--- src/rtl/port_mapper_pkg.sv ---
package port_mapper_pkg;
  localparam int SLOTS     = 4;
  localparam int SLOT_W    = $clog2(SLOTS);
  localparam int BLK_W     = 4;
  localparam int LOG_W     = 16;
  localparam int OFFS_W    = LOG_W - SLOT_W;
  localparam int PHYS_W    = BLK_W + OFFS_W;
  localparam int DATA_W    = 8;

  typedef logic [BLK_W-1:0]  blk_t;
  typedef logic [SLOT_W-1:0] slot_t;

  // strobes from bus control to the mapping datapath
  typedef struct packed {
    logic  commit;
    slot_t wrSlot;
    blk_t  wrBlk;
    logic  rdEn;
    slot_t rdSlot;
  } mapStrobe_t;
endpackage

--- src/rtl/port_mapper_ctrl.sv ---
module port_mapper_ctrl
  import port_mapper_pkg::*;
#(
  parameter logic [7:0] PORT_BASE = 8'hF0
)(
  input  logic       clk,
  input  logic       rstN,
  input  logic [7:0] ioAddr,
  input  logic [DATA_W-1:0] dataIn,
  input  logic       iorqN,
  input  logic       wrN,
  input  logic       rdN,
  input  logic       m1N,
  output mapStrobe_t st
);
  logic portHit, wrNow, wrSeenQ;
  slot_t slotQ;
  blk_t  dataQ;
  logic  unusedHi;

  assign portHit = (ioAddr[7:SLOT_W] == PORT_BASE[7:SLOT_W]);
  assign wrNow   = !iorqN && !wrN && m1N && portHit;
  assign unusedHi = ^dataIn[DATA_W-1:BLK_W];

  always_ff @(posedge clk or negedge rstN) begin
    if (!rstN) begin
      wrSeenQ <= 1'b0;
      slotQ   <= '0;
      dataQ   <= '0;
    end else begin
      wrSeenQ <= wrNow;
      if (wrNow) begin
        slotQ <= ioAddr[SLOT_W-1:0];
        dataQ <= dataIn[BLK_W-1:0];
      end
    end
  end

  always_comb begin
    st.commit = wrSeenQ && !wrNow;
    st.wrSlot = slotQ;
    st.wrBlk  = dataQ;
    st.rdEn   = !iorqN && !rdN && m1N && portHit;
    st.rdSlot = ioAddr[SLOT_W-1:0];
  end

  // a commit only follows a cycle with a qualified write to a mapper port
  commit_src_chk: assert property (@(posedge clk) disable iff (!rstN)
    st.commit |-> $past(!iorqN && !wrN && m1N && portHit));

  // no commit while the write strobe is still qualified
  commit_late_chk: assert property (@(posedge clk) disable iff (!rstN)
    (!iorqN && !wrN && m1N && portHit) |-> !st.commit);
endmodule

--- src/rtl/port_mapper_dp.sv ---
module port_mapper_dp
  import port_mapper_pkg::*;
#(
  parameter int ROM_BLOCKS   = 1,
  parameter int COMMON_BLOCK = 3,
  parameter bit LOCK_TOP     = 1'b1
)(
  input  logic              clk,
  input  logic              rstN,
  input  mapStrobe_t        st,
  input  logic [LOG_W-1:0]  memAddr,
  input  logic              mreqN,
  output logic [PHYS_W-1:0] physAddr,
  output logic              romCsN,
  output logic              ramCsN,
  output logic [DATA_W-1:0] dataOut,
  output logic              dataOutEn
);
  blk_t [SLOTS-1:0] slotBlk;
  blk_t curBlk;
  logic isRom;

  for (genvar s = 0; s < SLOTS; s++) begin : g_slot
    if (LOCK_TOP && s == SLOTS-1) begin : g_fixed
      assign slotBlk[s] = blk_t'(COMMON_BLOCK);
    end else begin : g_reg
      blk_t regQ;
      always_ff @(posedge clk or negedge rstN) begin
        if (!rstN)
          regQ <= blk_t'(s);
        else if (st.commit && st.wrSlot == slot_t'(s))
          regQ <= st.wrBlk;
      end
      assign slotBlk[s] = regQ;
    end
  end

  assign curBlk   = slotBlk[memAddr[LOG_W-1:OFFS_W]];
  assign physAddr = {curBlk, memAddr[OFFS_W-1:0]};
  assign isRom    = int'(curBlk) < ROM_BLOCKS;
  assign romCsN   = !(!mreqN && isRom);
  assign ramCsN   = !(!mreqN && !isRom);

  assign dataOutEn = st.rdEn;
  assign dataOut   = st.rdEn ? {{(DATA_W-BLK_W){1'b0}}, slotBlk[st.rdSlot]} : '0;


  cs_excl_chk: assert property (@(posedge clk) disable iff (!rstN)
    $onehot0({~romCsN, ~ramCsN}));


  cs_idle_chk: assert property (@(posedge clk) disable iff (!rstN)
    mreqN |-> (romCsN && ramCsN));


  map_hold_chk: assert property (@(posedge clk) disable iff (!rstN)
    !st.commit |=> $stable(slotBlk));


  rd_upper_chk: assert property (@(posedge clk) disable iff (!rstN)
    dataOutEn |-> (dataOut[DATA_W-1:BLK_W] == '0));
endmodule

--- src/rtl/port_block_mapper.sv ---
module port_block_mapper
  import port_mapper_pkg::*;
#(
  parameter logic [7:0] PORT_BASE    = 8'hF0,
  parameter int         ROM_BLOCKS   = 1,
  parameter int         COMMON_BLOCK = 3,
  parameter bit         LOCK_TOP     = 1'b1
)(
  input  logic        clk,
  input  logic        rstN,
  input  logic [15:0] cpuAddr,
  input  logic [7:0]  dataIn,
  input  logic        iorqN,
  input  logic        mreqN,
  input  logic        wrN,
  input  logic        rdN,
  input  logic        m1N,
  output logic [7:0]  dataOut,
  output logic        dataOutEn,
  output logic [17:0] physAddr,
  output logic        romCsN,
  output logic        ramCsN
);
  mapStrobe_t st;

  port_mapper_ctrl #(.PORT_BASE(PORT_BASE)) u_ctrl (
    .clk(clk), .rstN(rstN), .ioAddr(cpuAddr[7:0]), .dataIn(dataIn),
    .iorqN(iorqN), .wrN(wrN), .rdN(rdN), .m1N(m1N), .st(st)
  );

  port_mapper_dp #(
    .ROM_BLOCKS(ROM_BLOCKS), .COMMON_BLOCK(COMMON_BLOCK), .LOCK_TOP(LOCK_TOP)
  ) u_dp (
    .clk(clk), .rstN(rstN), .st(st), .memAddr(cpuAddr), .mreqN(mreqN),
    .physAddr(physAddr), .romCsN(romCsN), .ramCsN(ramCsN),
    .dataOut(dataOut), .dataOutEn(dataOutEn)
  );
endmodule

--- config.mk ---
export PLATFORM = sky130hd
export DESIGN_NAME = port_block_mapper
export DESIGN_NICKNAME = d
export VERILOG_FILES = /design/src/rtl/port_mapper_pkg.sv /design/src/rtl/port_mapper_ctrl.sv /design/src/rtl/port_mapper_dp.sv /design/src/rtl/port_block_mapper.sv
export SDC_FILE = /design/constraint.sdc
export NUM_CORES = 1
export LEC_CHECK = 0
export ABC_CLOCK_PERIOD_IN_PS = 3300
export BUFFER_PORTS_ARGS = -buffer_cell sky130_fd_sc_hd__buf_4
export CAP_MARGIN = 5
export CORE_ASPECT_RATIO = 0.9
export CORE_MARGIN = 3
export CORE_UTILIZATION = 40
export DETAILED_ROUTE_END_ITERATION = 6
export GPL_ROUTABILITY_DRIVEN = 0
export GPL_TIMING_DRIVEN = 0
export HOLD_SLACK_MARGIN = 0.02
export PLACE_DENSITY_LB_ADDON = 0.15
export SYNTH_ARGS = -nofsm -noshare
export SYNTH_HDL_FRONTEND = slang
export SYNTH_HIERARCHICAL = 1
export SYNTH_SLANG_ARGS = --single-unit
--- constraint.sdc ---
create_clock -name clk -period 3.3 [get_ports clk]
set_clock_uncertainty 0.05 [all_clocks]
set_input_delay 0.66 -clock clk [delete_from_list [all_inputs] [get_ports clk]]
set_output_delay 0.66 -clock clk [all_outputs]
set_load 0.01 [all_outputs]
==> results_dict.tcl, run 1 <==
set metrics [dict create \
    status "finished clean" \
    detail_route.first_pass.iterations 2 \
    overflow 0 \
    cp_top_family "simple AND/OR/NAND/NOR gates" \
    drv_cap 0 \
    coreArea_sq_um 2620 \
    area_delta_synth_final_pct 35.7 \
    layout_common_cells "buf_4 (65), mux2_2 (21), dfrtp_1 (17)" \
    syn-mean-instance-area_sq_um 12.2 \
    path_buf_inv 2 \
    drt_iter0_markers 8 \
    crit_top_cell "buf_4" \
    cts_buffer_depth 2 \
    final_common_cell "buf_4" \
    final_util 0.603 \
    post-route-period-util 0.792 \
    io_pins 60 \
    rows 17 \
    path_clk_slew_ps 100 \
    fp.dieH_um 57.1 \
    p_per_area_nw_per_um2 281 \
    antennaDiodeCount 0 \
    worst_pin_slew_ps 734 \
    worstSetupPathType "primary input to output port" \
    max_stage_delay_ps 460 \
    cellLeakagePower_nw 0.829 \
    crit_chain "buf_4, nand4bb_1, nor3_1, o221a_2, buf_4" \
    initial_core_util 0.444 \
    cp_data_required_time_ps 2590 \
    hpwl_mm 2.01 \
    tns_ps 0 \
    cts_tree "built" \
    hold_buffers 0 \
    dieArea_sq_um 3590 \
    die_w_um 62.8 \
    cp_slowest_cell "nor3_1" \
    antenna_found_initial 0 \
    htree_levels 1 \
    post_cts_buffers 0 \
    power_w 0.000443 \
    setup_viol 0 \
    post_cts_resized 0 \
    syn_inst 95 \
    endpoint_kind "output port" \
    grt_max_degree 20 \
    clock_latency_ps 290 \
    register_area_sq_um 478 \
    slew-limit-headroom 0.510 \
    yosysUniqueCellTypes 26 \
    wire_per_inst_um 13.0 \
    fin_nets 178 \
    critPathArrivalTime_ps 1900 \
    fin_crit_ps 2610 \
    maxSlewViolCount 0 \
    min_path_type "primary input to async pin" \
    hold_viol 0 \
    multi_input_area_sq_um 515 \
    drc 0 \
    clock.fmax_mhz 383 \
    clock-sinks 19 \
    vias 867 \
    grt.total_usage 0.145 \
    syn-cell-area_sq_um 1160 \
    dpl.cell_count 180 \
    drive_gt1_frac 0.685 \
    ys_seq_elements 19 \
    stdcell_count 184 \
    antenna_left 0 \
    rsz0062_at_grt "false" \
    max-vdd-ir-drop_v 0.000204 \
    cts_buffers 3 \
    grt_pass1_vias 875 \
    crit_fanout 5 \
    grt_pass1_wl_mm 4.13 \
    routed_wl_mm 2.40 \
    cts-root-buf "clkbuf_4" \
    startpoint_type "primary input" \
    fillers 221 \
    yosysSeqAreaShare 0.411 \
    port_buffers 44 \
    vias_per_cell 4.71 \
    yosysWarningCount 6 \
]
## final timing paths
path | start | to | slack, ps | cells after the start
max | cpuAddr[2] | dataOut[1] | 690 | 5
min | rstN | u_ctrl/dataQ[3] | 170 | 1
max reg2reg | u_ctrl/wrSeenQ | u_dp/g_slot[0].g_reg.regQ[1] | 1640 | 3
min reg2reg | u_dp/g_slot[1].g_reg.regQ[3] | u_dp/g_slot[1].g_reg.regQ[3] | 490 | 1
max in group asynchronous | rstN | u_dp/g_slot[2].g_reg.regQ[1] | 2770 | 1
min in group clk | u_dp/g_slot[1].g_reg.regQ[3] | u_dp/g_slot[1].g_reg.regQ[3] | 490 | 1
## cell type report
type / count / share of cell area
sequential: 19 / 0.303
inverter: 3 / 0.00714
multi-input combinational: 54 / 0.327
tap: 38 / 0.0301
clock buffer: 4 / 0.0167
timing repair buffer: 44 / 0.209
buffer: 22 / 0.107
## worst register-to-register path, stage by stage, from the launching register on
cell     delay [ps]
dfrtp_1         330
and2b_1         150
nor3b_1         620
mux2_2          410
## through the flow
step	setup WS (ps)	hold slack [ps]	instance area (sq um)
final	687	169	1580
after global placement	683	468	1550
after floorplan	849	314	1170
after CTS	669	168	1580
after global routing	572	157	1580
after detailed placement	677	473	1550
## cells in the mapped netlist
library cell / instances / share of area
nor3_1: 1 / 0.0043
nand2_1: 1 / 0.0032
nand2b_1: 2 / 0.011
nor4_2: 1 / 0.011
or2_1: 1 / 0.0054
nand4b_4: 1 / 0.020
nand2b_2: 1 / 0.0075
inv_1: 3 / 0.0097
mux2_4: 1 / 0.013
nand3b_1: 2 / 0.013
dfstp_2: 2 / 0.045
dfrtp_1: 17 / 0.37
buf_6: 1 / 0.0097
o22ai_1: 4 / 0.022
mux2_2: 21 / 0.20
o22a_1: 1 / 0.0075
and2b_1: 1 / 0.0065
and2_1: 2 / 0.011
nor3b_1: 1 / 0.0065
o22a_2: 1 / 0.0086
conb_1: 1 / 0.0032
buf_4: 21 / 0.14
o221a_2: 2 / 0.019
mux2i_1: 4 / 0.034
nor3_4: 1 / 0.014
nand4bb_1: 1 / 0.0097
## flip-flops by register name, summed over array words and instances (netlist names)
signal,flops
u_ctrl/dataQ,4
u_ctrl/wrSeenQ,1
u_dp/g_slot.g_reg.regQ,12
u_ctrl/slotQ,2
## where the power goes
part / total [W] / internal [W] / switching (W)
logic: 0.0000898 / 0.0000550 / 0.0000349
registers: 0.000240 / 0.000237 / 0.00000352
clock network: 0.000113 / 0.0000470 / 0.0000663
## metal layers
layer,up-vias,wire length [um],track usage
met3,4,202,0.0512
li1,419,-,-
met4,0,41,0.0660
met2,35,1140,0.240
met1,409,1020,0.172
met5,-,0,0
## cell families after synthesis
kind of cell / Yosys count / share of synthesized area
buffers and inverters: 25 / 0.155
flip-flops: 19 / 0.411
AO/OA/AOI/OAI: 8 / 0.0570
multiplexers: 26 / 0.251
AND/OR/NAND/NOR: 16 / 0.123
other: 1 / 0.00323
(Power assumes the default switching activity.)
==> run 2: changes to the inputs <==
--- a/config.mk
+++ b/config.mk
@@ -5,7 +5,7 @@
 export SDC_FILE = /design/constraint.sdc
 export NUM_CORES = 1
 export LEC_CHECK = 0
-export ABC_CLOCK_PERIOD_IN_PS = 3300
+export ABC_CLOCK_PERIOD_IN_PS = 2500
 export BUFFER_PORTS_ARGS = -buffer_cell sky130_fd_sc_hd__buf_4
 export CAP_MARGIN = 5
 export CORE_ASPECT_RATIO = 0.9
==> constraint.sdc (replaced) <==
create_clock -name clk -period 2.5 [get_ports clk]
set_clock_uncertainty 0.05 [all_clocks]
set_input_delay 0.5 -clock clk [delete_from_list [all_inputs] [get_ports clk]]
set_output_delay 0.5 -clock clk [all_outputs]
set_load 0.01 [all_outputs]
==> run 2 against run 1 <==
Compared with the run above: design area increased by 0.63%; non-clock buffer count up 1; global-route usage unchanged; total power up 32%; via count is 1.5% lower; combinational power rose by 34%; worst hold slack improved by 180 ps; critical path depth stayed put; sequential power is 32% higher; wire length shrank 0.46%; critical path type unchanged; critical endpoint unchanged.
==> results_dict.tcl, run 2 (same netlist as run 1, synthesis figures left out) <==
set metrics [dict create \
    rows 17 \
    grt_max_degree 20 \
    drive_gt1_frac 0.680 \
    startpoint_type "primary input" \
    clock.fmax_mhz 435 \
    initial_core_util 0.444 \
    setup_viol 0 \
    hold_buffers 1 \
    layout_common_cells "buf_4 (65), mux2_2 (21), dfrtp_1 (17)" \
    post-route-period-util 0.920 \
    wire_per_inst_um 12.9 \
    die_w_um 62.8 \
    area_delta_synth_final_pct 36.6 \
    cts_buffers 3 \
    hpwl_mm 2.01 \
    crit_chain "buf_4, nand4bb_1, nor3_1, o221a_2, buf_4" \
    clock-sinks 19 \
    path_buf_inv 2 \
    worstSetupPathType "primary input to output port" \
    cts-root-buf "clkbuf_4" \
    slew-limit-headroom 0.519 \
    fin_nets 179 \
    p_per_area_nw_per_um2 369 \
    power_w 0.000586 \
    coreArea_sq_um 2620 \
    grt_pass1_vias 875 \
    design_area_sq_um 1590 \
    detail_route.first_pass.iterations 3 \
    tns_ps 0 \
    max_stage_delay_ps 460 \
    overflow 0 \
    cp_top_family "simple AND/OR/NAND/NOR gates" \
    post_cts_resized 0 \
    fp.dieH_um 57.1 \
    rsz0062_at_grt "false" \
    vias_per_cell 4.62 \
    reg_top3 "u_dp/g_slot.g_reg.regQ x12, u_ctrl/dataQ x4, u_ctrl/slotQ x2" \
    endpoint_kind "output port" \
    worst_pin_slew_ps 720 \
    cp_data_required_time_ps 1950 \
    crit_fanout 5 \
    final_common_cell "buf_4" \
    cp_slowest_cell "nor3_1" \
    port_buffers 44 \
    drt_iter0_markers 9 \
    largest_reg_flops 12 \
    max_flop_register "u_dp/g_slot.g_reg.regQ" \
    fin_ws_ps 201 \
    maxSlewViolCount 0 \
    vias 854 \
    fin_crit_ps 2300 \
    dp_slack_ps 184 \
    dieArea_sq_um 3590 \
    crit_top_cell "buf_4" \
    antenna_found_initial 0 \
    drv_cap 0 \
    cts_buffer_depth 2 \
    path_clk_slew_ps 100 \
    status "finished clean" \
    cts_tree "built" \
    antenna_left 0 \
    placed_area_sq_um 1550 \
    routed_wl_mm 2.39 \
    fillers 219 \
    max-vdd-ir-drop_v 0.000269 \
    htree_levels 1 \
    post_cts_buffers 0 \
    min_path_type "primary input to flop" \
    grt_pass1_wl_mm 4.13 \
    clock_latency_ps 290 \
    critPathArrivalTime_ps 1750 \
    drc 0 \
    hold_viol 0 \
    cellLeakagePower_nw 0.833 \
    io_pins 60 \
    grt.total_usage 0.145 \
    antennaDiodeCount 0 \
]
[run 2: changes by cell type in the layout (fill, tap and decap cells not counted), sizes merged]
cell	before	now
dlygate4sd3	0	1
[run 2: final cells by class]
class	instances	area [sq um]	share of cell area
Tap cell	38	47.5	0.0299
Inverter	3	11.3	0.00709
Clock buffer	4	26.3	0.0165
Timing Repair Buffer	45	340	0.214
Sequential cell	19	478	0.301
Buffer	22	169	0.106
Multi-Input combinational cell	54	515	0.325
[run 2: path summary, 6_finish.rpt]
path / start / endpoint / slack, ps / cells past startpoint
max reg2reg: u_ctrl/wrSeenQ / u_dp/g_slot[0].g_reg.regQ[0] / 850 / 3
min in group asynchronous: rstN / u_ctrl/dataQ[3] / 550 / 2
max: cpuAddr[2] / dataOut[1] / 200 / 5
min reg2reg: u_dp/g_slot[1].g_reg.regQ[3] / u_dp/g_slot[1].g_reg.regQ[3] / 490 / 1
max in group asynchronous: rstN / u_dp/g_slot[2].g_reg.regQ[1] / 1580 / 2
min: wrN / u_ctrl/wrSeenQ / 350 / 2
[run 2: worst reg2reg max path: stages (launching register included)]
cell and delay [ps]:
dfrtp_1 330, and2b_1 150, nor3b_1 610, mux2_2 410
[run 2: per-stage QoR]
stage                util  cells  hold WS [ps]
global route        0.607    185           330
floorplan               -     98           154
finish              0.607    185           350
detailed placement  0.593    180           334
CTS                 0.607    185           343
global placement    0.593    180           331
[run 2: layer usage]
layer / wire length [um] / up-vias / global-route usage
li1: - / 422 / -
met1: 1020 / 393 / 0.172
met2: 1120 / 35 / 0.240
met3: 202 / 4 / 0.0512
met4: 41 / 0 / 0.0660
met5: 0 / - / 0
[run 2: power by group]
group	switching [W]	leakage [nW]	total, W	internal (W)
Clock	0.0000872	0.0150	0.000149	0.0000620
Combinational	0.0000461	0.561	0.000120	0.0000736
Sequential	0.00000471	0.257	0.000317	0.000312
Total	0.000138	0.833	0.000586	0.000448
==> run 3: changes to the inputs <==
--- a/config.mk
+++ b/config.mk
@@ -10,7 +10,7 @@
 export CAP_MARGIN = 5
 export CORE_ASPECT_RATIO = 0.9
 export CORE_MARGIN = 3
-export CORE_UTILIZATION = 40
+export CORE_UTILIZATION = 45
 export DETAILED_ROUTE_END_ITERATION = 6
 export GPL_ROUTABILITY_DRIVEN = 0
 export GPL_TIMING_DRIVEN = 0
==> run 3 against run 2 <==
Compared with the run above: via count shrank 2.8%; die area decreased by 10%; flip-flop and latch count did not move; largest cell class unchanged; largest power group unchanged.
==> results_dict.tcl, run 3 (same netlist as run 1, synthesis figures left out) <==
set metrics [dict create \
    vias_per_cell 4.77 \
    cts_buffers 3 \
    layout_common_cells "buf_4 (65), mux2_2 (21), dfrtp_1 (17)" \
    reg_top3 "u_dp/g_slot.g_reg.regQ x12, u_ctrl/dataQ x4, u_ctrl/slotQ x2" \
    min_path_type "primary input to flop" \
    design_area_sq_um 1580 \
    max_flop_register "u_dp/g_slot.g_reg.regQ" \
    placed_area_sq_um 1540 \
    port_buffers 44 \
    fillers 179 \
    fp.dieH_um 54.2 \
    max-vdd-ir-drop_v 0.000328 \
    grt_max_degree 20 \
    crit_chain "buf_4, nand4bb_1, nor3_1, o221a_2, buf_4" \
    final_common_cell "buf_4" \
    overflow 0 \
    initial_core_util 0.505 \
    startpoint_type "primary input" \
    wire_per_inst_um 14.1 \
    worst_pin_slew_ps 735 \
    detail_route.first_pass.iterations 4 \
    clock_latency_ps 290 \
    status "finished clean" \
    antenna_left 0 \
    fin_nets 179 \
    die_w_um 59.6 \
    grt_pass1_vias 895 \
    cellLeakagePower_nw 0.836 \
    path_clk_slew_ps 100 \
    grt.total_usage 0.169 \
    area_delta_synth_final_pct 35.5 \
    antenna_found_initial 0 \
    worstSetupPathType "primary input to output port" \
    post-route-period-util 0.915 \
    cp_data_required_time_ps 1950 \
    cts_tree "built" \
    hpwl_mm 2.02 \
    routed_wl_mm 2.46 \
    largest_reg_flops 12 \
    crit_top_cell "buf_4" \
    cts_buffer_depth 2 \
    antennaDiodeCount 0 \
    drive_gt1_frac 0.687 \
    hold_slack_ps 352 \
    clock.fmax_mhz 437 \
    drv_cap 0 \
    critPathArrivalTime_ps 1740 \
    slew-limit-headroom 0.509 \
    p_per_area_nw_per_um2 373 \
    drc 0 \
    crit_fanout 5 \
    dieArea_sq_um 3230 \
    register_area_sq_um 478 \
    clock-sinks 19 \
    endpoint_kind "output port" \
    multi_input_area_sq_um 515 \
    max_stage_delay_ps 460 \
    cp_slowest_cell "nor3_1" \
    maxSlewViolCount 0 \
    rsz0062_at_grt "false" \
    coreArea_sq_um 2300 \
    fin_crit_ps 2290 \
    setup_viol 0 \
    cts-root-buf "clkbuf_4" \
    htree_levels 1 \
    hold_viol 0 \
    rows 16 \
    drt_iter0_markers 9 \
    io_pins 60 \
    tns_ps 0 \
    vias 830 \
    grt_pass1_wl_mm 3.96 \
]
[run 3: timing repair]
| action | 4_1_cts | 5_1_grt |
|---|---|---|
| hold buffers | 1 | 0 |
| endpoints found under the hold margin | 17 | 0 |
| resized for setup | 0 | 0 |
| setup buffers | 0 | 0 |
[run 3: cell type report]
type / instances / share of cell area
plain buffers: 22 / 0.107
repair buffers: 45 / 0.216
clock inverters: 1 / 0.00318
inverters: 3 / 0.00715
clock buffers: 3 / 0.0143
well taps: 27 / 0.0214
flip-flops and latches: 19 / 0.303
multi-input cells: 54 / 0.327
[run 3: path summary, 6_finish.rpt]
| kind | startpoint | endpoint | slack, ps | cells past startpoint |
|---|---|---|---|---|
| worst max register to register | u_ctrl/wrSeenQ | u_dp/g_slot[0].g_reg.regQ[3] | 840 | 3 |
| min in group asynchronous | rstN | u_ctrl/dataQ[1] | 550 | 2 |
| worst min-delay path | wrN | u_ctrl/wrSeenQ | 350 | 2 |
| worst min register to register | u_dp/g_slot[0].g_reg.regQ[0] | u_dp/g_slot[0].g_reg.regQ[0] | 490 | 1 |
| max in group asynchronous | rstN | u_dp/g_slot[2].g_reg.regQ[1] | 1590 | 2 |
| worst max-delay path | cpuAddr[2] | dataOut[0] | 210 | 5 |
[run 3: critical path, delay by kind of cell]
family                 cells  cell delay [ps]
AND/OR/NAND/NOR            2              730
AO/OA/AOI/OAI              1              290
buffers and inverters      2              220
[run 3: stage by stage]
step	setup slack, ps	cells	utilization	power (W)
floorplan	369	98	-	0.000380
global placement	197	169	0.668	0.000440
detailed placement	171	169	0.668	0.000443
CTS	168	174	0.684	0.000599
global route	82.8	174	0.684	0.000622
finish	212	174	0.684	0.000588
[run 3: where the power goes]
part | switching (W) | internal (W)
logic | 0.0000470 | 0.0000736
registers | 0.00000450 | 0.000312
clock network | 0.0000912 | 0.0000595
[run 3: per-layer routing]
metal	wire [um]	global-route usage	vias up
li1	-	-	419
met1	978	0.203	373
met2	1230	0.298	36
met3	246	0.0330	2
met4	10	0.0664	0
met5	0	0	-
